[config.mk]
export PLATFORM = sky130hd
export DESIGN_NAME = uart_ctrl_core
export DESIGN_NICKNAME = d
export VERILOG_FILES = /design/src/rtl/uart_core_pkg.sv /design/src/rtl/uart_cfg_regs.sv /design/src/rtl/uart_modem_loop.sv /design/src/rtl/uart_irq_core.sv /design/src/rtl/uart_rdmux.sv /design/src/rtl/uart_ctrl_core.sv
export SDC_FILE = /design/constraint.sdc
export NUM_CORES = 1
export LEC_CHECK = 0
export BUFFER_PORTS_ARGS = -buffer_cell sky130_fd_sc_hd__clkbuf_2
export CELL_PAD_IN_SITES_DETAIL_PLACEMENT = 0
export CELL_PAD_IN_SITES_GLOBAL_PLACEMENT = 1
export CORE_MARGIN = 3
export CORE_UTILIZATION = 43
export DETAILED_ROUTE_END_ITERATION = 12
export GPL_TIMING_DRIVEN = 0
export PLACE_DENSITY_LB_ADDON = 0.1
export REMOVE_ABC_BUFFERS = 1
export SLEW_MARGIN = 20
export SYNTH_ARGS = -nofsm -noshare
export SYNTH_HDL_FRONTEND = slang
export SYNTH_SLANG_ARGS = --single-unit
[constraint.sdc]
create_clock -name clk -period 3.6 [get_ports clk]
set_input_delay 0.72 -clock clk [delete_from_list [all_inputs] [get_ports clk]]
set_output_delay 0.72 -clock clk [all_outputs]
set_load 0.01 [all_outputs]
[src/rtl/uart_core_pkg.sv]
package uart_core_pkg;
  localparam int IRQ_W = 11;
  localparam int WIDX_W = 10;

  localparam logic [WIDX_W-1:0] W_DATA = 10'h000;
  localparam logic [WIDX_W-1:0] W_RSTAT = 10'h001;
  localparam logic [WIDX_W-1:0] W_FLAG = 10'h006;
  localparam logic [WIDX_W-1:0] W_IRDA = 10'h008;
  localparam logic [WIDX_W-1:0] W_IDIV = 10'h009;
  localparam logic [WIDX_W-1:0] W_FDIV = 10'h00A;
  localparam logic [WIDX_W-1:0] W_LINE = 10'h00B;
  localparam logic [WIDX_W-1:0] W_CTRL = 10'h00C;
  localparam logic [WIDX_W-1:0] W_THR = 10'h00D;
  localparam logic [WIDX_W-1:0] W_MASK = 10'h00E;
  localparam logic [WIDX_W-1:0] W_RAW = 10'h00F;
  localparam logic [WIDX_W-1:0] W_MSKD = 10'h010;
  localparam logic [WIDX_W-1:0] W_CLR = 10'h011;
  localparam logic [WIDX_W-1:0] W_DMA = 10'h012;

  // raw status bit positions
  localparam int B_RI = 0;
  localparam int B_CTS = 1;
  localparam int B_DCD = 2;
  localparam int B_DSR = 3;
  localparam int B_RX = 4;
  localparam int B_TX = 5;
  localparam int B_RT = 6;

  // control register fields
  localparam int C_LOOP = 7;
  localparam int C_DTR = 10;
  localparam int C_RTS = 11;
  localparam int C_OUT1 = 12;
  localparam int C_OUT2 = 13;

  // per-class line masks: rx, tx, timeout, modem, error
  localparam int N_CLASS = 5;
  localparam logic [IRQ_W-1:0] CLASS_MASK [N_CLASS] = '{
    11'h010, 11'h020, 11'h040, 11'h00F, 11'h780
  };

  typedef struct packed {
    logic ri;
    logic dcd;
    logic cts;
    logic dsr;
  } modem_flags_t;
endpackage

[src/rtl/uart_cfg_regs.sv]
module uart_cfg_regs
  import uart_core_pkg::*;
#(
  parameter int IDIV_W = 16,
  parameter int FDIV_W = 6,
  parameter int LINE_W = 8,
  parameter int IRDA_W = 8,
  parameter int THR_W = 6,
  parameter int DMA_W = 3,
  parameter int CTRL_W = 16,
  parameter logic [5:0] THR_RST = 6'h12
) (
  input  logic              clk,
  input  logic              rst_n,
  input  logic              wr_en,
  input  logic [WIDX_W-1:0] widx,
  input  logic [15:0]       wdata,
  output logic [IDIV_W-1:0] idiv,
  output logic [FDIV_W-1:0] fdiv,
  output logic [LINE_W-1:0] line,
  output logic [IRDA_W-1:0] irda,
  output logic [THR_W-1:0]  thr,
  output logic [DMA_W-1:0]  dma,
  output logic [CTRL_W-1:0] ctrl
);
  always_ff @(posedge clk or negedge rst_n) begin
    if (!rst_n) begin
      idiv <= '0;
      fdiv <= '0;
      line <= '0;
      irda <= '0;
      thr  <= THR_W'(THR_RST);
      dma  <= '0;
      ctrl <= '0;
    end else if (wr_en) begin
      case (widx)
        W_IDIV: idiv <= wdata[IDIV_W-1:0];
        W_FDIV: fdiv <= wdata[FDIV_W-1:0];
        W_LINE: line <= wdata[LINE_W-1:0];
        W_IRDA: irda <= wdata[IRDA_W-1:0];
        W_THR:  thr  <= wdata[THR_W-1:0];
        W_DMA:  dma  <= wdata[DMA_W-1:0];
        W_CTRL: ctrl <= wdata[CTRL_W-1:0];
        default: ;
      endcase
    end
  end

  assert_thr_reset_R1: assert property (@(posedge clk)
    $rose(rst_n) |-> thr == THR_W'(THR_RST));
endmodule

[src/rtl/uart_modem_loop.sv]
module uart_modem_loop
  import uart_core_pkg::*;
(
  input  logic         clk,
  input  logic         rst_n,
  input  logic         ctrl_wr,
  input  logic [15:0]  wdata,
  output modem_flags_t flags,
  output logic         lb_load,
  output logic [3:0]   lb_bits
);
  modem_flags_t nxt;

  always_comb begin
    nxt.ri  = wdata[C_OUT2];
    nxt.dcd = wdata[C_OUT1];
    nxt.cts = wdata[C_RTS];
    nxt.dsr = wdata[C_DTR];
    lb_load = ctrl_wr && wdata[C_LOOP];
    lb_bits = '0;
    lb_bits[B_RI]  = nxt.ri;
    lb_bits[B_CTS] = nxt.cts;
    lb_bits[B_DCD] = nxt.dcd;
    lb_bits[B_DSR] = nxt.dsr;
  end

  always_ff @(posedge clk or negedge rst_n) begin
    if (!rst_n) flags <= '0;
    else if (lb_load) flags <= nxt;
  end

  assert_loop_copy_R6: assert property (@(posedge clk) disable iff (!rst_n)
    (ctrl_wr && wdata[C_LOOP]) |=>
      (flags.ri == $past(wdata[C_OUT2]) && flags.dcd == $past(wdata[C_OUT1]) &&
       flags.cts == $past(wdata[C_RTS]) && flags.dsr == $past(wdata[C_DTR])));

  assert_flag_hold_R6: assert property (@(posedge clk) disable iff (!rst_n)
    !(ctrl_wr && wdata[C_LOOP]) |=> $stable(flags));
endmodule

[src/rtl/uart_irq_core.sv]
module uart_irq_core
  import uart_core_pkg::*;
(
  input  logic             clk,
  input  logic             rst_n,
  input  logic [IRQ_W-1:0] evt_set,
  input  logic             tx_set,
  input  logic             clr_wr,
  input  logic             mask_wr,
  input  logic             rs_clr,
  input  logic [IRQ_W-1:0] wval,
  input  logic             lb_load,
  input  logic [3:0]       lb_bits,
  output logic [IRQ_W-1:0] raw,
  output logic [IRQ_W-1:0] mask,
  output logic [IRQ_W-1:0] masked,
  output logic [3:0]       rstat,
  output logic [N_CLASS-1:0] class_irq,
  output logic             any_irq
);
  logic [IRQ_W-1:0] raw_nxt;

  always_comb begin
    raw_nxt = raw;
    if (clr_wr) raw_nxt = raw_nxt & ~wval;
    if (lb_load) raw_nxt[3:0] = lb_bits;
    raw_nxt = raw_nxt | evt_set;
    if (tx_set) raw_nxt[B_TX] = 1'b1;
  end

  always_ff @(posedge clk or negedge rst_n) begin
    if (!rst_n) begin
      raw   <= '0;
      mask  <= '0;
      rstat <= '0;
    end else begin
      raw <= raw_nxt;
      if (mask_wr) mask <= wval;
      rstat <= (rs_clr ? 4'h0 : rstat) | evt_set[IRQ_W-1:IRQ_W-4];
    end
  end

  assign masked = raw & mask;
  assign any_irq = |masked;

  for (genvar k = 0; k < N_CLASS; k++) begin : g_class
    assign class_irq[k] = |(masked & CLASS_MASK[k]);
  end

  assert_clear_R3: assert property (@(posedge clk) disable iff (!rst_n)
    clr_wr |=> (raw & $past(wval & ~evt_set)) == '0);

  assert_evt_sticks_R11: assert property (@(posedge clk) disable iff (!rst_n)
    (|evt_set) |=> (raw & $past(evt_set)) == $past(evt_set));

  assert_tx_set_R5: assert property (@(posedge clk) disable iff (!rst_n)
    tx_set |=> raw[B_TX]);

  assert_modem_rebuild_R7: assert property (@(posedge clk) disable iff (!rst_n)
    lb_load |=> raw[3:0] == $past(lb_bits | evt_set[3:0]));
endmodule

[src/rtl/uart_rdmux.sv]
module uart_rdmux
  import uart_core_pkg::*;
#(
  parameter logic [63:0] ID_BYTES = 64'h0DF005B1_00043021
) (
  input  logic [WIDX_W-1:0] ridx,
  input  logic [3:0]        rstat,
  input  modem_flags_t      flags,
  input  logic [7:0]        irda,
  input  logic [15:0]       idiv,
  input  logic [5:0]        fdiv,
  input  logic [7:0]        line,
  input  logic [15:0]       ctrl,
  input  logic [5:0]        thr,
  input  logic [IRQ_W-1:0]  mask,
  input  logic [IRQ_W-1:0]  raw,
  input  logic [IRQ_W-1:0]  masked,
  input  logic [2:0]        dma,
  output logic [31:0]       rdata
);
  logic [31:0] flag_word;

  always_comb begin
    flag_word = 32'h0;
    flag_word[0] = flags.cts;
    flag_word[1] = flags.dsr;
    flag_word[2] = flags.dcd;
    flag_word[4] = 1'b1;
    flag_word[7] = 1'b1;
    flag_word[8] = flags.ri;
  end

  always_comb begin
    rdata = 32'h0;
    if (ridx[WIDX_W-1:3] == '1) begin
      rdata[7:0] = ID_BYTES[ridx[2:0]*8 +: 8];
    end else begin
      case (ridx)
        W_RSTAT: rdata[3:0]  = rstat;
        W_FLAG:  rdata       = flag_word;
        W_IRDA:  rdata[7:0]  = irda;
        W_IDIV:  rdata[15:0] = idiv;
        W_FDIV:  rdata[5:0]  = fdiv;
        W_LINE:  rdata[7:0]  = line;
        W_CTRL:  rdata[15:0] = ctrl;
        W_THR:   rdata[5:0]  = thr;
        W_MASK:  rdata[IRQ_W-1:0] = mask;
        W_RAW:   rdata[IRQ_W-1:0] = raw;
        W_MSKD:  rdata[IRQ_W-1:0] = masked;
        W_DMA:   rdata[2:0]  = dma;
        default: rdata = 32'h0;
      endcase
    end
  end
endmodule

[src/rtl/uart_ctrl_core.sv]
module uart_ctrl_core
  import uart_core_pkg::*;
#(
  parameter int ADDR_W = 12,
  parameter logic [63:0] ID_BYTES = 64'h0DF005B1_00043021
) (
  input  logic              clk,
  input  logic              rst_n,
  input  logic              wr_en,
  input  logic [ADDR_W-1:0] addr,
  input  logic [31:0]       wdata,
  output logic [31:0]       rdata,
  input  logic [IRQ_W-1:0]  evt_set,
  output logic              irq_any,
  output logic              irq_rx,
  output logic              irq_tx,
  output logic              irq_rt,
  output logic              irq_modem,
  output logic              irq_err
);
  localparam int IDX_LSB = 2;

  logic [WIDX_W-1:0] widx;
  logic [15:0] idiv, ctrl;
  logic [7:0] line, irda;
  logic [5:0] fdiv, thr;
  logic [2:0] dma;
  logic [IRQ_W-1:0] raw, mask, masked;
  logic [3:0] rstat, lb_bits;
  logic [N_CLASS-1:0] class_irq;
  logic lb_load, any_irq;
  modem_flags_t flags;

  assign widx = addr[IDX_LSB +: WIDX_W];

  uart_cfg_regs u_cfg (
    .clk(clk), .rst_n(rst_n), .wr_en(wr_en), .widx(widx), .wdata(wdata[15:0]),
    .idiv(idiv), .fdiv(fdiv), .line(line), .irda(irda), .thr(thr),
    .dma(dma), .ctrl(ctrl)
  );

  uart_modem_loop u_loop (
    .clk(clk), .rst_n(rst_n), .ctrl_wr(wr_en && widx == W_CTRL),
    .wdata(wdata[15:0]), .flags(flags), .lb_load(lb_load), .lb_bits(lb_bits)
  );

  uart_irq_core u_irq (
    .clk(clk), .rst_n(rst_n), .evt_set(evt_set),
    .tx_set(wr_en && widx == W_DATA),
    .clr_wr(wr_en && widx == W_CLR),
    .mask_wr(wr_en && widx == W_MASK),
    .rs_clr(wr_en && widx == W_RSTAT),
    .wval(wdata[IRQ_W-1:0]), .lb_load(lb_load), .lb_bits(lb_bits),
    .raw(raw), .mask(mask), .masked(masked), .rstat(rstat),
    .class_irq(class_irq), .any_irq(any_irq)
  );

  uart_rdmux #(.ID_BYTES(ID_BYTES)) u_rd (
    .ridx(widx), .rstat(rstat), .flags(flags), .irda(irda), .idiv(idiv),
    .fdiv(fdiv), .line(line), .ctrl(ctrl), .thr(thr), .mask(mask),
    .raw(raw), .masked(masked), .dma(dma), .rdata(rdata)
  );

  assign irq_rx    = class_irq[0];
  assign irq_tx    = class_irq[1];
  assign irq_rt    = class_irq[2];
  assign irq_modem = class_irq[3];
  assign irq_err   = class_irq[4];
  assign irq_any   = any_irq;

  assert_lines_R4: assert property (@(posedge clk) disable iff (!rst_n)
    irq_any == (irq_rx | irq_tx | irq_rt | irq_modem | irq_err));

  assert_masked_R2: assert property (@(posedge clk) disable iff (!rst_n)
    (masked & ~mask) == '0);
endmodule

# Word level (Yosys, flattened, before mapping)
# Cells that the tools add are included.
[classes]
addsub = 0
n_mul = 0
n_div = 0
magnitude_cmp = 0
n_eq_ne = 14
n_shift = 1
n_mux = 12
bitwise = 5
reduce_logical = 17
[op_table]
columns = ["operator", "n"]
rows = [
  ["10-bit by 4-bit equality test with 1-bit output (second input constant)", 8],
  ["64-bit by 7-bit indexed part select with 8-bit output (first input constant)", 1],
  ["3-bit case mux with 12 select lines", 1],
  ["10-bit by 5-bit equality test with 1-bit output (second input constant)", 3],
  ["11-bit AND", 2],
  ["2-bit case mux with 10 select lines", 1],
  ["3-bit case mux with 6 select lines", 1],
  ["8-bit two-way mux", 2],
  ["2-bit case mux with 8 select lines", 1],
  ["2-bit AND reduction", 7],
  ["11-bit two-way mux", 1],
  ["11-bit NOT", 1],
  ["11-bit bitwise OR", 1],
  ["11-bit OR reduction", 1],
  ["10-bit by 1-bit equality test with 1-bit output (second input constant)", 1],
  ["10-bit by 3-bit equality test with 1-bit output (second input constant)", 1],
  ["10-bit logical NOT", 1],
  ["1-bit case mux with 10 select lines", 1],
  ["5-bit case mux with 2 select lines", 1],
  ["4-bit two-way mux", 2],
  ["4-bit OR reduction", 2],
  ["7-bit equality test (second input constant)", 1],
  ["1-bit logical AND", 6],
  ["4-bit bitwise OR", 1],
  ["1-bit two-way mux", 1],
]
[totals]
ff_bits = 93
latch_bits = 0
mem_bits_rw = 0
rom_bits = 0
inputBits = 58
out_inout_bits = 38
word_cells = 63
n_memories = 0

# Logic depth before layout (Yosys ltp)
[depth]
ltp_word = 6
mapped_depth = 8
depth_no_buf = 5

# Cells and area by module
# A second synthesis with hierarchy kept.
[hier_totals]
hier_cells = 455
hier_area_um2 = 5157.4
[modules_own_cells]
columns = ["mod", "instances", "cells_per_inst", "area_each_um2", "seq_area_each_um2"]
rows = [
  ["uart_cfg_regs", 1, 146, 2473.6, 1579.0],
  ["uart_rdmux", 1, 191, 1305.0, 0.0],
  ["uart_irq_core", 1, 92, 1092.3, 650.6],
  ["uart_modem_loop", 1, 14, 200.2, 100.1],
  ["uart_ctrl_core", 1, 12, 86.3, 0.0],
]

# Worst setup path after synthesis
# No wires, ideal clock.
[synth_timing]
kind = "input -> output"
start = "in addr[10]"
end = "out rdata[1]"
arrival_ps = 2307
required_ps = 2880
setup_slack_ps = 573
stages = 7
n_path_buf = 2
cell_sequence = "or4_4 or2_4 buf_6 nor3_1 buf_2 a221oi_1 nand4_1"
[synth_between]
elab_chain_cells = 3
elab_cells_between_ends = 15
classes_between = "13 x eq/ne; 2 x mux"
[synth_lines]
columns = ["item", "line_no", "source"]
rows = [
  ["from (decl)", "uart_ctrl_core.sv:10", "input logic [ADDR_W-1:0] addr,"],
  ["10-bit by 5-bit equality test with 1-bit output, or another cell as far along", "uart_rdmux.sv:38", "case (ridx)"],
  ["3-bit case mux with 12 select lines", "uart_rdmux.sv:38", ""],
  ["8-bit two-way mux *", "uart_rdmux.sv:35", "if (ridx[WIDX_W-1:3] == '1) begin"],
  ["to (decl)", "uart_ctrl_core.sv:12", "output logic [31:0] rdata,"],
]
# Every way passes the cells marked *; elsewhere a longest branch is shown, timed or not.

# Worst setup path after layout
[layout_timing]
start = "in addr[2]"
end = "out rdata[3]"
[layout_between]
elab_chain_cells = 3
elab_cells_between_ends = 13
classes_between = "10 x eq/ne; 1 x shift; 2 x mux"
[layout_lines]
columns = ["item", "line_no"]
rows = [
  ["parallel branches: the longest is 2 deep, another holds 64-bit by 7-bit indexed part select with 8-bit output", "--"],
  ["8-bit two-way mux *", "uart_rdmux.sv:35"],
]
# Mark *: on every way between the ends.

==> qor.yml <==
synth:
  yosysWarnings: 0
  ys_seq_area_share_pct: 48.3
  netlist.top_cell.by_area: "dfrtp_1"
  ys.flop_type: "dfrtp_1"
  synth_edf_count: 0
  synth_cell_types: 55
  yosysTopAreaCellShare_pct: 47.2
  postSynthCellCount: 457
  synth_area_leaders: "dfrtp_1, mux2_2, nand2_1"
  syn-cell-area_um2: 4830
  syn_area_per_cell_um2: 10.6
  async_reset_ff_share_pct: 100
  ys_ff_latch: 93
worst_setup_path:
  path_common_cell: "clkbuf_2"
  worst_setup_path_start_kind: "input port"
  reg2reg_from: "u_irq.raw[2]"
  slowest_stage: "nor2_2"
  r2r_slack_ns: 2.65
  worstPathRequired_ns: 2.88
  crit_path_max_incr_delay_ns: 0.58
  crit_type: "input port to output port"
  arrival_ns: 2.78
  cp-end-kind: "output port"
  worstPathCellList: "clkbuf_2 > nor2_2 > and4_2 > and2_0 > o21ai_0 > nand3_1 > clkbuf_2"
  cp_max_fo: 24
  r2r_end: "u_irq.raw[2]"
  ff2ff_path_depth: 3
status:
  status: "complete, no violations"
cells_and_area:
  mostFrequentLayoutCell: "dfrtp_1"
  nNetsFinal: 562
  fill_cells: 1029
  utilization_pct: 50.1
  layout_common_cells: "dfrtp_1, nand2_1, clkbuf_2, mux2_2, nand3_1"
  diodes: 0
  area_delta_synth_final_pct: 13.0
  layout-drive-gt1-share_pct: 30.8
power:
  sequentialPowerShare_pct: 52.5
  power.density_nw_per_um2: 371
  worst_ir_drop_vdd_uv: 210
  p_total_mw: 2.03
  p_clk_share_pct: 39.2
  leakage_nw: 2.71
  comb_power_share_pct: 8.3
  swShare_pct: 25.0
  netSwitchingPower_mw: 0.507
  p_int_mw: 1.52
grt:
  grt_usage_pct: 23.4
  grt_pass1_wl_um: 22200
  globalRouteMet2Util_pct: 34.7
  grt_pass1_vias: 3760
  use_met3_pct: 5.05
  busiest_layer: "met2"
  grt_overflow_total: 0
  antenna_found_initial: 0
  grt_start_max_net_pins: 63
  use_met1_pct: 34.4
timing:
  post-route-min-period_ns: 3.50
  rsz0062_at_grt: "false"
  whs_ns: 0.231
  skew_ns: 0
  max-slew-margin-rel_pct: 27.8
  slew_violations: 0
  final-setup-viol-count: 0
  hold_viol_final: 0
  worst_pin_slew_ns: 1.08
  fmax_mhz: 286
  min_period_over_period_pct: 97.2
placement:
  port_buffers: 61
  place_congestion: 0.822
  dp_hpwl_um: 9830
floorplan:
  initial_core_util_pct: 44.3
  ios: 96
  std_cell_rows: 38
  core_um2: 10900
  die_h_um: 112
  fp.dieW_um: 112
  dieArea_um2: 12500
routing:
  drc: 0
  first_pass_iters: 5
  viasPerCell: 5.86
  drt_iter0_drc: 344
  vias: 3804
  final_antenna_net_count: 0
  finalWirelength_um: 14300
  wire_per_inst_um: 22.0
clocking:
  cts-root-buf: "clkbuf_8"
  cts_hold_buf: 0
  clock-sinks: 93
  cts_buffers: 9
  clock_latency_ns: 0.37
  cts_tree: "built"
  clk_pin_slew_ns: 0.10
  htree_levels: 3
  clock_path_buffers: 2
flow_run:
  cap_violations: 0
hold_path:
  min_path_type: "input port to asynchronous set/reset pin"
flip-flops by register name, indices dropped and copies added (netlist names):
signal        count
u_cfg.idiv       16
u_loop.flags      4
u_cfg.thr         6
u_irq.mask       11
u_cfg.fdiv        6
u_cfg.irda        8
u_irq.raw        11
u_irq.rstat       4
u_cfg.line        8
u_cfg.dma         3
u_cfg.ctrl       16
power by group through the flow:
stage | clock (mW) | combinational [mW] | sequential, mW
6_report | 0.793 | 0.168 | 1.06
5_1_grt | 0.849 | 0.183 | 1.07
4_1_cts | 0.809 | 0.166 | 1.06
3_5_place_dp | 0 | 0.163 | 1.08
3_3_place_gp | 0 | 0.157 | 1.08
2_1_floorplan | 0 | 0.0593 | 1.08
layer usage:
| metal | vias to the layer above | share of wire [%] |
|---|---|---|
| met3 | 18 | 7.7 |
| met2 | 134 | 45 |
| met4 | 0 | 1.6 |
| met5 | - | 0 |
| li1 | 1734 | - |
| met1 | 1918 | 46 |
final cells by class:
cell class / count / area, µm² / area share (%)
inverters: 4 / 15.0 / 0.275
multi-input cells: 332 / 2350 / 43.1
repair buffers: 64 / 363 / 6.65
clock inverters: 6 / 83.8 / 1.54
clock buffers: 10 / 138 / 2.52
flip-flops and latches: 93 / 2330 / 42.7
well taps: 140 / 175 / 3.21
critical path: cells and delay by family:
kind | cells | cell delay [ns]
AOI/OAI and AO/OA | 1 | 0.07
buffers and inverters | 2 | 0.53
and+or+nand+nor | 4 | 1.43
Yosys cell counts (3+ instances only):
cell type,number
nor2_1,12
a22oi_1,10
a21o_1,16
buf_2,6
mux2_2,54
buf_4,16
a31oi_1,3
and3_1,8
o211ai_1,4
inv_1,4
clkbuf_1,17
nand4_1,6
or2_2,3
a211oi_1,3
a311o_1,3
a211o_1,3
mux2i_1,8
a21oi_1,9
nor4_1,4
dfrtp_1,91
nand3_1,17
mux2_1,10
o21ai_0,7
nor3_1,5
nand2b_1,4
a221oi_1,3
a22o_1,6
or4_1,3
nand2_1,77
and2_1,4
a32oi_1,8
repair_timing:
| action | CTS | global route |
|---|---|---|
| setup endpoints to repair | 15 | 10 |
| gates cloned | 0 | 0 |
| buffers inserted | 0 | 0 |
| resized for setup | 8 | 5 |
cells by family after synthesis:
family	share of synthesized area [%]
AOI/OAI and AO/OA	13.1
other	0.0777
DFF	48.3
and+or+nand+nor	16.6
muxes	16.6
buffers and inverters	5.37
worst max path at each step:
stage              from        to  slack, ns
2_1_floorplan  addr[10]  rdata[7]       0.30
3_3_place_gp   addr[10]  rdata[7]      -0.98
3_5_place_dp    addr[2]  rdata[3]      -0.28
4_1_cts         addr[4]  rdata[7]       0.01
5_1_grt         addr[2]  rdata[3]       0.01
6_report        addr[2]  rdata[3]       0.10
metrics by stage:
step                instance area (µm²)  std cells  worst slack (ns)  setup TNS (ns)
floorplan                          4640        429             0.304               0
global placement                   5120        630            -0.977          -11.20
detailed placement                 5190        633            -0.283           -3.09
CTS                                5440        649            0.0104               0
global route                       5460        649            0.0114               0
finish                             5460        649             0.101               0
No activity file was read; power rests on OpenSTA's default activity.
